<file path="src/rtl/pt_walker_pkg.sv">
package pt_walker_pkg;

   typedef enum logic [2:0] {
      WK_IDLE,
      WK_RD_DIR,
      WK_WR_DIR,
      WK_RD_TBL,
      WK_WR_TBL,
      WK_DONE,
      WK_FAULT
   } walk_state_e;

   localparam int unsigned BIT_P  = 0;
   localparam int unsigned BIT_RW = 1;
   localparam int unsigned BIT_US = 2;
   localparam int unsigned BIT_A  = 5;
   localparam int unsigned BIT_D  = 6;
   localparam int unsigned BIT_PS = 7;
   localparam int unsigned BIT_G  = 8;

endpackage

</file>
<file path="src/rtl/pt_walk_addr.sv">
module pt_walk_addr #(
   parameter int unsigned ADDR_W = 32,
   parameter int unsigned OFF_W  = 12,
   parameter int unsigned IDX_W  = 10
) (
   input  logic [ADDR_W-OFF_W-1:0] dir_frame,
   input  logic [ADDR_W-OFF_W-1:0] tbl_frame,
   input  logic [ADDR_W-OFF_W-1:0] vpn,
   input  logic                    sel_tbl,
   output logic [ADDR_W-1:0]       entry_addr
);
   localparam int unsigned FRAME_W = ADDR_W - OFF_W;

   if (ADDR_W != OFF_W + 2*IDX_W) begin : g_bad_split
      $error("pt_walk_addr: address must split into two indices and an offset");
   end
   if (OFF_W != IDX_W + 2) begin : g_bad_entry
      $error("pt_walk_addr: a table of 4-byte entries must fill one page");
   end

   logic [IDX_W-1:0] dir_idx;
   logic [IDX_W-1:0] tbl_idx;

   assign dir_idx = vpn[FRAME_W-1 -: IDX_W];
   assign tbl_idx = vpn[IDX_W-1:0];

   always_comb begin
      if (sel_tbl) entry_addr = {tbl_frame, tbl_idx, 2'b00};
      else         entry_addr = {dir_frame, dir_idx, 2'b00};
   end
endmodule

</file>
<file path="src/rtl/pt_walk_flags.sv">
module pt_walk_flags
   import pt_walker_pkg::*;
#(
   parameter int unsigned ADDR_W = 32
) (
   input  logic [ADDR_W-1:0] entry,
   input  logic              is_tbl,
   input  logic              is_write,
   output logic [ADDR_W-1:0] updated,
   output logic              need_wb
);
   if (ADDR_W <= BIT_G) begin : g_bad_width
      $error("pt_walk_flags: entry too narrow for the flag bits");
   end

   always_comb begin
      updated        = entry;
      updated[BIT_A] = 1'b1;
      if (is_tbl && is_write) updated[BIT_D] = 1'b1;
   end

   assign need_wb = (updated != entry);
endmodule

</file>
<file path="src/rtl/pt_walker.sv">
module pt_walker
   import pt_walker_pkg::*;
#(
   parameter int unsigned ADDR_W = 32,
   parameter int unsigned OFF_W  = 12,
   parameter int unsigned IDX_W  = 10,
   localparam int unsigned FRAME_W = ADDR_W - OFF_W
) (
   input  logic               clk,
   input  logic               rst_n,
   input  logic [FRAME_W-1:0] dir_base,
   input  logic               walk_req,
   input  logic [ADDR_W-1:0]  walk_va,
   input  logic               walk_write,
   output logic               walk_busy,
   output logic               done_valid,
   output logic               done_fault,
   output logic [FRAME_W-1:0] done_ppn,
   output logic [ADDR_W-1:0]  done_paddr,
   output logic               done_global,
   output logic               done_user,
   output logic               done_writable,
   output logic               mem_req,
   output logic               mem_we,
   output logic [ADDR_W-1:0]  mem_addr,
   output logic [ADDR_W-1:0]  mem_wdata,
   input  logic               mem_gnt,
   input  logic               mem_rvalid,
   input  logic [ADDR_W-1:0]  mem_rdata
);
   walk_state_e        state_q;
   logic               issued_q;
   logic [ADDR_W-1:0]  va_q;
   logic               we_q;
   logic [FRAME_W-1:0] base_q;
   logic [ADDR_W-1:0]  pde_q;
   logic [ADDR_W-1:0]  pte_q;

   logic               in_mem_state;
   logic               sel_tbl;
   logic               rsp;
   logic [ADDR_W-1:0]  upd_entry;
   logic               upd_need_wb;

   assign in_mem_state = (state_q == WK_RD_DIR) || (state_q == WK_WR_DIR) ||
                         (state_q == WK_RD_TBL) || (state_q == WK_WR_TBL);
   assign sel_tbl      = (state_q == WK_RD_TBL) || (state_q == WK_WR_TBL);
   assign rsp          = issued_q && mem_rvalid;

   pt_walk_addr #(.ADDR_W(ADDR_W), .OFF_W(OFF_W), .IDX_W(IDX_W)) i_addr (
      .dir_frame  (base_q),
      .tbl_frame  (pde_q[ADDR_W-1:OFF_W]),
      .vpn        (va_q[ADDR_W-1:OFF_W]),
      .sel_tbl    (sel_tbl),
      .entry_addr (mem_addr)
   );

   pt_walk_flags #(.ADDR_W(ADDR_W)) i_flags (
      .entry    (mem_rdata),
      .is_tbl   (state_q == WK_RD_TBL),
      .is_write (we_q),
      .updated  (upd_entry),
      .need_wb  (upd_need_wb)
   );

   assign mem_req   = in_mem_state && !issued_q;
   assign mem_we    = (state_q == WK_WR_DIR) || (state_q == WK_WR_TBL);
   assign mem_wdata = (state_q == WK_WR_DIR) ? pde_q : pte_q;

   always_ff @(posedge clk or negedge rst_n) begin
      if (!rst_n) begin
         state_q  <= WK_IDLE;
         issued_q <= 1'b0;
         va_q     <= '0;
         we_q     <= 1'b0;
         base_q   <= '0;
         pde_q    <= '0;
         pte_q    <= '0;
      end else begin
         if (mem_req && mem_gnt) issued_q <= 1'b1;
         else if (rsp)           issued_q <= 1'b0;

         case (state_q)
            WK_IDLE: begin
               if (walk_req) begin
                  va_q    <= walk_va;
                  we_q    <= walk_write;
                  base_q  <= dir_base;
                  state_q <= WK_RD_DIR;
               end
            end
            WK_RD_DIR: begin
               if (rsp) begin
                  if (!mem_rdata[BIT_P] || mem_rdata[BIT_PS]) begin
                     state_q <= WK_FAULT;
                  end else begin
                     pde_q   <= upd_entry;
                     state_q <= upd_need_wb ? WK_WR_DIR : WK_RD_TBL;
                  end
               end
            end
            WK_WR_DIR: if (rsp) state_q <= WK_RD_TBL;
            WK_RD_TBL: begin
               if (rsp) begin
                  if (!mem_rdata[BIT_P]) begin
                     state_q <= WK_FAULT;
                  end else begin
                     pte_q   <= upd_entry;
                     state_q <= upd_need_wb ? WK_WR_TBL : WK_DONE;
                  end
               end
            end
            WK_WR_TBL: if (rsp) state_q <= WK_DONE;
            default:   state_q <= WK_IDLE;
         endcase
      end
   end

   logic ok;
   assign ok = (state_q == WK_DONE);

   assign walk_busy     = (state_q != WK_IDLE);
   assign done_valid    = ok || (state_q == WK_FAULT);
   assign done_fault    = (state_q == WK_FAULT);
   assign done_ppn      = ok ? pte_q[ADDR_W-1:OFF_W] : '0;
   assign done_paddr    = ok ? {pte_q[ADDR_W-1:OFF_W], va_q[OFF_W-1:0]} : '0;
   assign done_global   = ok && pte_q[BIT_G];
   assign done_user     = ok && pte_q[BIT_US];
   assign done_writable = ok && pte_q[BIT_RW];
endmodule

</file>
<file path="config.mk">
export PLATFORM = sky130hd
export DESIGN_NAME = pt_walker
export DESIGN_NICKNAME = d
export VERILOG_FILES = /design/src/rtl/pt_walker_pkg.sv /design/src/rtl/pt_walk_addr.sv /design/src/rtl/pt_walk_flags.sv /design/src/rtl/pt_walker.sv
export SDC_FILE = /design/constraint.sdc
export NUM_CORES = 1
export LEC_CHECK = 0
export CORE_ASPECT_RATIO = 1.5
export CORE_MARGIN = 5
export CORE_UTILIZATION = 28
export CTS_CLUSTER_SIZE = 30
export DETAILED_ROUTE_END_ITERATION = 8
export GPL_TIMING_DRIVEN = 0
export PLACE_DENSITY = 0.56
export REMOVE_ABC_BUFFERS = 1
export SETUP_SLACK_MARGIN = 0.1
export SLEW_MARGIN = 40
export SYNTH_ARGS = -nofsm -noshare
export SYNTH_HDL_FRONTEND = slang
export SYNTH_SLANG_ARGS = --single-unit
</file>
<file path="constraint.sdc">
create_clock -name clk -period 3.8 [get_ports clk]
set_input_delay 0.76 -clock clk [delete_from_list [all_inputs] [get_ports clk]]
set_output_delay 0.76 -clock clk [all_outputs]
set_load 0.05 [all_outputs]
</file>
==> flow_summary.ini, run 1 <==
[run_status]
status = finished, final reports clean

[timing]
finalCritPeriodShare_pct = 92.4
holdWs_ns = 0.272
slew_at_the_pin_with_the_worst_max_slew_slack_ns = 0.573
slew-limit-headroom_pct = 61.7
final_setup_viols = 0
total_count_of_max_transition_violations_in_the_final_report = 0
finalHoldViolCount = 0
period_minus_slack_ns = 3.51
grt_setup_unrepaired = true
fmaxAchievable_mhz = 285
clock-skew-final_ns = 0.00756

[floorplan]
boundaryPins = 214
die_area_sq_mm = 0.0240
placement_rows = 65
die_width_um = 128
start_util_pct = 28.2
die_height_um = 187
core_region_area_sq_mm = 0.0208

[yosys]
post_synthesis_area_per_instance_sq_um = 13.8
synth_top_cell_by_area = sky130_fd_sc_hd__dfrtp_1
synth-seq-area-share_pct = 51.1
post_synth_num_cell_types = 31
post_synth_top_area_share_pct = 51.1
postSynthRegisterBits = 120
netlist_area_sq_mm = 0.00587
yosys_warns = 0
syn_inst = 426
synth.top_cells.by_area = sky130_fd_sc_hd__dfrtp_1 51%, sky130_fd_sc_hd__mux2_2 28%, sky130_fd_sc_hd__mux2_4 6.9%

[hold_path]
hp-class = in2async

[power_and_ir_drop]
share_of_power_burned_in_combinational_logic_pct = 54.9
total_power_uw = 8680
power.switching_uw = 3860
ratio_of_total_power_to_cell_area_mw_per_mm2 = 983
power_frac_clock_pct = 19.2
netSwitchingFraction_pct = 44.5
cell_internal_pwr_uw = 4820
sequentialPowerShare_pct = 25.9
power.static_leakage_uw = 0.00398
vdd_drop_max_mv = 0.493

[cells_and_area]
diodes_inserted = 0
post_synthesis_to_final_layout_area_growth_pct = 50.3
fin_nets = 715
fill_cells = 2016
fin_util_pct = 42.4
drive_gt1_share_pct = 36.4

[cts]
cts_inserted_buffers = 17
clock-sinks = 120
post_cts_hold_buffer_count = 0
ctsHtreeMaxLevel = 4
worst_setup_hold_path_clk_slew_ns = 0.06
cts_tree = yes
cts.path.max_buffers = 2
clock_latency_ns = 0.41
clock-root-buffer = sky130_fd_sc_hd__clkbuf_16

[critical_path]
worst_setup_start_kind = flip-flop
worst_path_class_setup = reg2out
crit_path_cell_chain = inv_1 > nor3_4 > buf_4 > buf_4 > buf_6 > and2_1 > clkdlybuf4s15_1
cp-end-kind = output port
timing.critical_path.arrival_ns = 2.75
critical_path.most_common_cell = sky130_fd_sc_hd__buf_4
crit_path_max_incr_delay_ns = 0.60
critical_path_data_required_time_ns = 3.04
critical_path.max_fanout = 14
standard_cell_with_the_maximum_stage_delay_on_the_critical_path = sky130_fd_sc_hd__dfrtp_1

[drt]
antenna_violating_nets_post_route = 0
avgRoutedWirePerCell_um = 18.4
post_drt_via_cell_ratio = 4.47
routed_wl_mm = 16.7
first_iter_violations = 98
drcViolationCount = 0
drtPass1Iterations = 4
vias = 4053

[global_routing]
globalRoute.totalOverflow = 0
grt_first_pass_wirelength_mm = 26.5
global_route.usage.total_pct = 14.3
grt_antenna_before_repair = 1
first_global_vias = 4660
largest_net_degree_at_the_start_of_global_routing = 67

[placement]
place.gp.congestion = 0.760
dp.final_hpwl_mm = 12.5
place.port_buffers = 211

[job]
maxCapViolations = 0
==> through the flow <==
stage	instances	setup slack (ns)	TNS, ns	area (sq um)
floorplan	380	0.320	0	5570
global placement	859	-2.90	-546.95	8020
detailed placement	871	0.258	0	8240
CTS	906	0.100	0	8810
global route	906	0.0573	0	8830
finish	906	0.288	0	8830
==> placed cells by master, fill, tap and decap left out, types with 3 or more instances in the layout <==
master                            count
sky130_fd_sc_hd__dlymetal6s2s_1       3
sky130_fd_sc_hd__nand2b_1             7
sky130_fd_sc_hd__clkinvlp_4           4
sky130_fd_sc_hd__clkbuf_2             3
sky130_fd_sc_hd__clkdlybuf4s15_1      9
sky130_fd_sc_hd__and2_1              36
sky130_fd_sc_hd__a21oi_1              3
sky130_fd_sc_hd__dlygate4sd2_1       48
sky130_fd_sc_hd__mux2_4              27
sky130_fd_sc_hd__clkdlybuf4s50_1    147
sky130_fd_sc_hd__inv_1                5
sky130_fd_sc_hd__bufinv_16            3
sky130_fd_sc_hd__nand2_1              6
sky130_fd_sc_hd__clkbuf_16           17
sky130_fd_sc_hd__nor3_1               3
sky130_fd_sc_hd__buf_16               3
sky130_fd_sc_hd__clkinv_4             3
sky130_fd_sc_hd__dfrtp_1            119
sky130_fd_sc_hd__mux2_2             145
sky130_fd_sc_hd__buf_4                8
==> what timing repair did <==
action / in CTS / in global routing
setup buffers: 3 / 0
endpoints found under the hold margin: 0 / 0
setup endpoints to repair: 85 / 42
cloned: 0 / 0
pin swaps: 0 / 0
resized for setup: 63 / 18
==> layer usage <==
layer	GRT usage [%]	routed length [um]	part of all wire (%)	vias up
li1	-	-	-	1877
met1	15.0	6040	36	2035
met2	26.5	9340	56	115
met3	4.17	942	5.7	24
met4	5.07	330	2.0	2
met5	0	7	0.042	-
==> power by group through the flow <==
| stage | clock network (uW) | registers, uW | logic (uW) |
|---|---|---|---|
| 2_1_floorplan | 0 | 2130 | 3470 |
| 3_3_place_gp | 0 | 2210 | 4940 |
| 3_5_place_dp | 0 | 2260 | 5010 |
| 4_1_cts | 1720 | 2250 | 4850 |
| 5_1_grt | 1770 | 2340 | 5010 |
| 6_report | 1670 | 2250 | 4770 |
==> flip-flops by register name (all words and copies together), names as in the netlist <==
| register | flops |
|---|---|
| va_q | 32 |
| state_q | 3 |
| we_q | 1 |
| pde_q | 32 |
| base_q | 20 |
| issued_q | 1 |
| pte_q | 31 |
==> final timing paths <==
path	startpoint	end	slack, ns	cells after the start
max	state_q[2]	done_ppn[4]	0.29	7
min	rst_n	issued_q	0.27	1
max reg2reg	state_q[0]	pde_q[22]	1.53	4
min reg2reg	pde_q[0]	pde_q[0]	0.47	1
max in group asynchronous	rst_n	pde_q[30]	2.82	2
min in group clk	pde_q[0]	pde_q[0]	0.47	1
==> final cells by class <==
type | instances | area, sq um | area share (%)
clock inverter | 14 | 174 | 1.97
sequential | 120 | 3000 | 34.0
multi-input combinational | 255 | 2600 | 29.5
tap | 268 | 335 | 3.80
clock buffer | 18 | 439 | 4.98
inverter | 5 | 18.8 | 0.213
timing repair buffer | 226 | 2250 | 25.5
==> cells by family after synthesis <==
family          count (synthesis)  synth area share, %
flops                         120                 51.1
xor+xnor                        2                0.298
compound gates                  9                 1.07
other cells                     1               0.0639
simple gates                   70                 7.26
mux                           172                 34.7
buf+inv                        52                 5.48
==> cells in the mapped netlist <==
cell,n
sky130_fd_sc_hd__or3b_2,1
sky130_fd_sc_hd__nor3b_2,1
sky130_fd_sc_hd__inv_1,5
sky130_fd_sc_hd__and2_1,37
sky130_fd_sc_hd__o2111ai_1,1
sky130_fd_sc_hd__clkbuf_1,5
sky130_fd_sc_hd__nand3_1,2
sky130_fd_sc_hd__nor3b_1,1
sky130_fd_sc_hd__nor2_1,3
sky130_fd_sc_hd__dfrtp_1,120
sky130_fd_sc_hd__nor3_1,4
sky130_fd_sc_hd__a21oi_1,3
sky130_fd_sc_hd__buf_4,22
sky130_fd_sc_hd__buf_2,17
sky130_fd_sc_hd__and3b_1,1
sky130_fd_sc_hd__o21ai_0,1
sky130_fd_sc_hd__or4_1,1
sky130_fd_sc_hd__or2_2,1
sky130_fd_sc_hd__nand2_1,7
sky130_fd_sc_hd__buf_6,3
sky130_fd_sc_hd__a22o_1,1
sky130_fd_sc_hd__nand3b_1,2
sky130_fd_sc_hd__mux2_4,27
sky130_fd_sc_hd__conb_1,1
sky130_fd_sc_hd__mux2_2,145
sky130_fd_sc_hd__xnor2_1,2
sky130_fd_sc_hd__a2bb2oi_1,1
sky130_fd_sc_hd__o21a_1,1
sky130_fd_sc_hd__nand4b_1,2
sky130_fd_sc_hd__nand2b_1,7
sky130_fd_sc_hd__o41ai_1,1
==> critical path, delay by kind of cell (launching register included) <==
kind	cells	cell delay (ns)
simple gates	2	0.51
flops	1	0.60
buf+inv	5	1.23
(Power assumes the default switching activity.)
==> run 2, diff against run 1 <==
Settings changed: GPL_ROUTABILITY_DRIVEN from default to 1, MAX_ROUTING_LAYER from default to met4.
==> run 2 against run 1 <==
Sequential power barely moved. Core utilization barely moved. Critical path depth did not move. Final cell count rose by 0.11%. Flip-flop and latch count did not move. Global-route usage rose by 0.39 points. Clock power barely moved. Via count barely moved. Highest routed layer is now met4. Clock skew barely moved.
==> flow_summary.ini, run 2 (same netlist as run 1, synthesis figures left out) <==
[drt]
antenna_violating_nets_post_route = 0
first_iter_violations = 102
routed_wl_mm = 16.6
drtPass1Iterations = 4
vias = 4049
avgRoutedWirePerCell_um = 18.3
drcViolationCount = 0
post_drt_via_cell_ratio = 4.46

[placement]
dp.cells = 871
dp_slack_ns = 0.258
dp.final_hpwl_mm = 12.5
place.port_buffers = 211
place.gp.congestion = 0.770

[power_and_ir_drop]
vdd_drop_max_mv = 0.493
ratio_of_total_power_to_cell_area_mw_per_mm2 = 983
power.static_leakage_uw = 0.00398

[run_status]
status = finished, final reports clean

[floorplan]
boundaryPins = 214
die_width_um = 128
die_area_sq_mm = 0.0240
core_region_area_sq_mm = 0.0208
die_height_um = 187
start_util_pct = 28.2
placement_rows = 65

[critical_path]
cp-end-kind = output port
critical_path.most_common_cell = sky130_fd_sc_hd__buf_4
crit_start = state_q[2]
crit_path_max_incr_delay_ns = 0.60
critical_path_data_required_time_ns = 3.04
standard_cell_with_the_maximum_stage_delay_on_the_critical_path = sky130_fd_sc_hd__dfrtp_1
timing.critical_path.arrival_ns = 2.75
worst_r2r_startpoint = state_q[0]
worst_setup_start_kind = flip-flop
worst_path_class_setup = reg2out
worst-path-stages = 7
ff2ff_path_depth = 4
critPathTopFamily = buffers and inverters
timing.reg2reg.setup_slack_ns = 1.54
path_buf_inv = 5
timing_endpoint_of_the_critical_path = done_ppn[4]
critical_path.max_fanout = 14
rr_endpoint = pde_q[22]
crit_path_cell_chain = inv_1 > nor3_4 > buf_4 > buf_4 > buf_6 > and2_1 > clkdlybuf4s15_1

[timing]
finalSetupTns_ns = 0
period_minus_slack_ns = 3.51
final.setup.worst_slack_ns = 0.286
finalHoldViolCount = 0
finalCritPeriodShare_pct = 92.5
grt_setup_unrepaired = true
fmaxAchievable_mhz = 285
slew-limit-headroom_pct = 61.4
final_setup_viols = 0
slew_at_the_pin_with_the_worst_max_slew_slack_ns = 0.578
total_count_of_max_transition_violations_in_the_final_report = 0
clock-skew-final_ns = 0.00711

[cells_and_area]
final_common_cell = sky130_fd_sc_hd__clkdlybuf4s50_1
fin_nets = 715
most-common-layout-cells = 147 x sky130_fd_sc_hd__clkdlybuf4s50_1, 145 x sky130_fd_sc_hd__mux2_2, 119 x sky130_fd_sc_hd__dfrtp_1
drive_gt1_share_pct = 36.4
fill_cells = 2015
largestRegisters = pde_q: 32 flops, va_q: 32 flops, pte_q: 31 flops
stdcell_count = 907
post_synthesis_to_final_layout_area_growth_pct = 50.3

[global_routing]
global_route.usage.total_pct = 14.7
grt_antenna_before_repair = 1
grt_first_pass_wirelength_mm = 26.4
largest_net_degree_at_the_start_of_global_routing = 67
globalRoute.totalOverflow = 0
first_global_vias = 4671

[cts]
post_cts_hold_buffer_count = 0
cts.path.max_buffers = 2
clock-sinks = 120
worst_setup_hold_path_clk_slew_ns = 0.06
clock_latency_ns = 0.41
cts_inserted_buffers = 17
ctsHtreeMaxLevel = 4
cts_tree = yes
clock-root-buffer = sky130_fd_sc_hd__clkbuf_16

[job]
maxCapViolations = 0

[hold_path]
hp-class = in2async
==> run 2: changes by cell type in the layout (fill, tap and decap cells not counted), sizes merged <==
cell,before,now
diode,0,1
==> run 2: worst min path at each step <==
stage	from	cells past startpoint	slack [ns]	end
6_report	rst_n	1	0.27	issued_q
5_1_grt	rst_n	1	0.29	we_q
4_1_cts	rst_n	1	0.27	issued_q
3_5_place_dp	pde_q[5]	1	0.46	pde_q[5]
3_3_place_gp	pde_q[0]	1	0.45	pde_q[0]
2_1_floorplan	pde_q[0]	1	0.43	pde_q[0]
==> run 2: metal layers <==
metal / up-vias / track usage [%] / part of all wire, %
met1: 2037 / 15.3 / 37
met2: 113 / 26.6 / 56
met3: 22 / 3.51 / 4.4
li1: 1877 / - / -
met5: - / - / 0
met4: 0 / 5.07 / 1.9
==> run 2: repair_timing <==
item | 4_1_cts | 5_1_grt
hold endpoints to repair | 0 | 0
gates resized for setup | 63 | 18
setup endpoints to repair | 85 | 42
cloned | 0 | 0
buffers inserted | 3 | 0
==> run 2: metrics by stage <==
step | power [uW] | hold slack (ns) | util [%] | area (sq um)
after floorplan | 5600 | 0.435 | - | 5570
after global placement | 7160 | 0.452 | 38.5 | 8020
after detailed placement | 7270 | 0.456 | 39.6 | 8240
after CTS | 8820 | 0.267 | 42.3 | 8810
after global routing | 9120 | 0.290 | 42.4 | 8830
final | 8680 | 0.273 | 42.4 | 8830
==> run 2: area by class of cell <==
class	count	area (sq um)	area share, %
clock buffers	18	439	4.97
well taps	268	335	3.80
flip-flops and latches	120	3000	34.0
repair buffers	226	2250	25.5
inverters	5	18.8	0.213
diodes	1	2.50	0.0283
multi-input cells	255	2600	29.5
clock inverters	14	174	1.97
==> run 2: power by group <==
part / internal, uW / switching [uW] / total, uW
sequential: 1870 / 377 / 2250
combinational: 1900 / 2870 / 4770
clock: 1050 / 609 / 1660
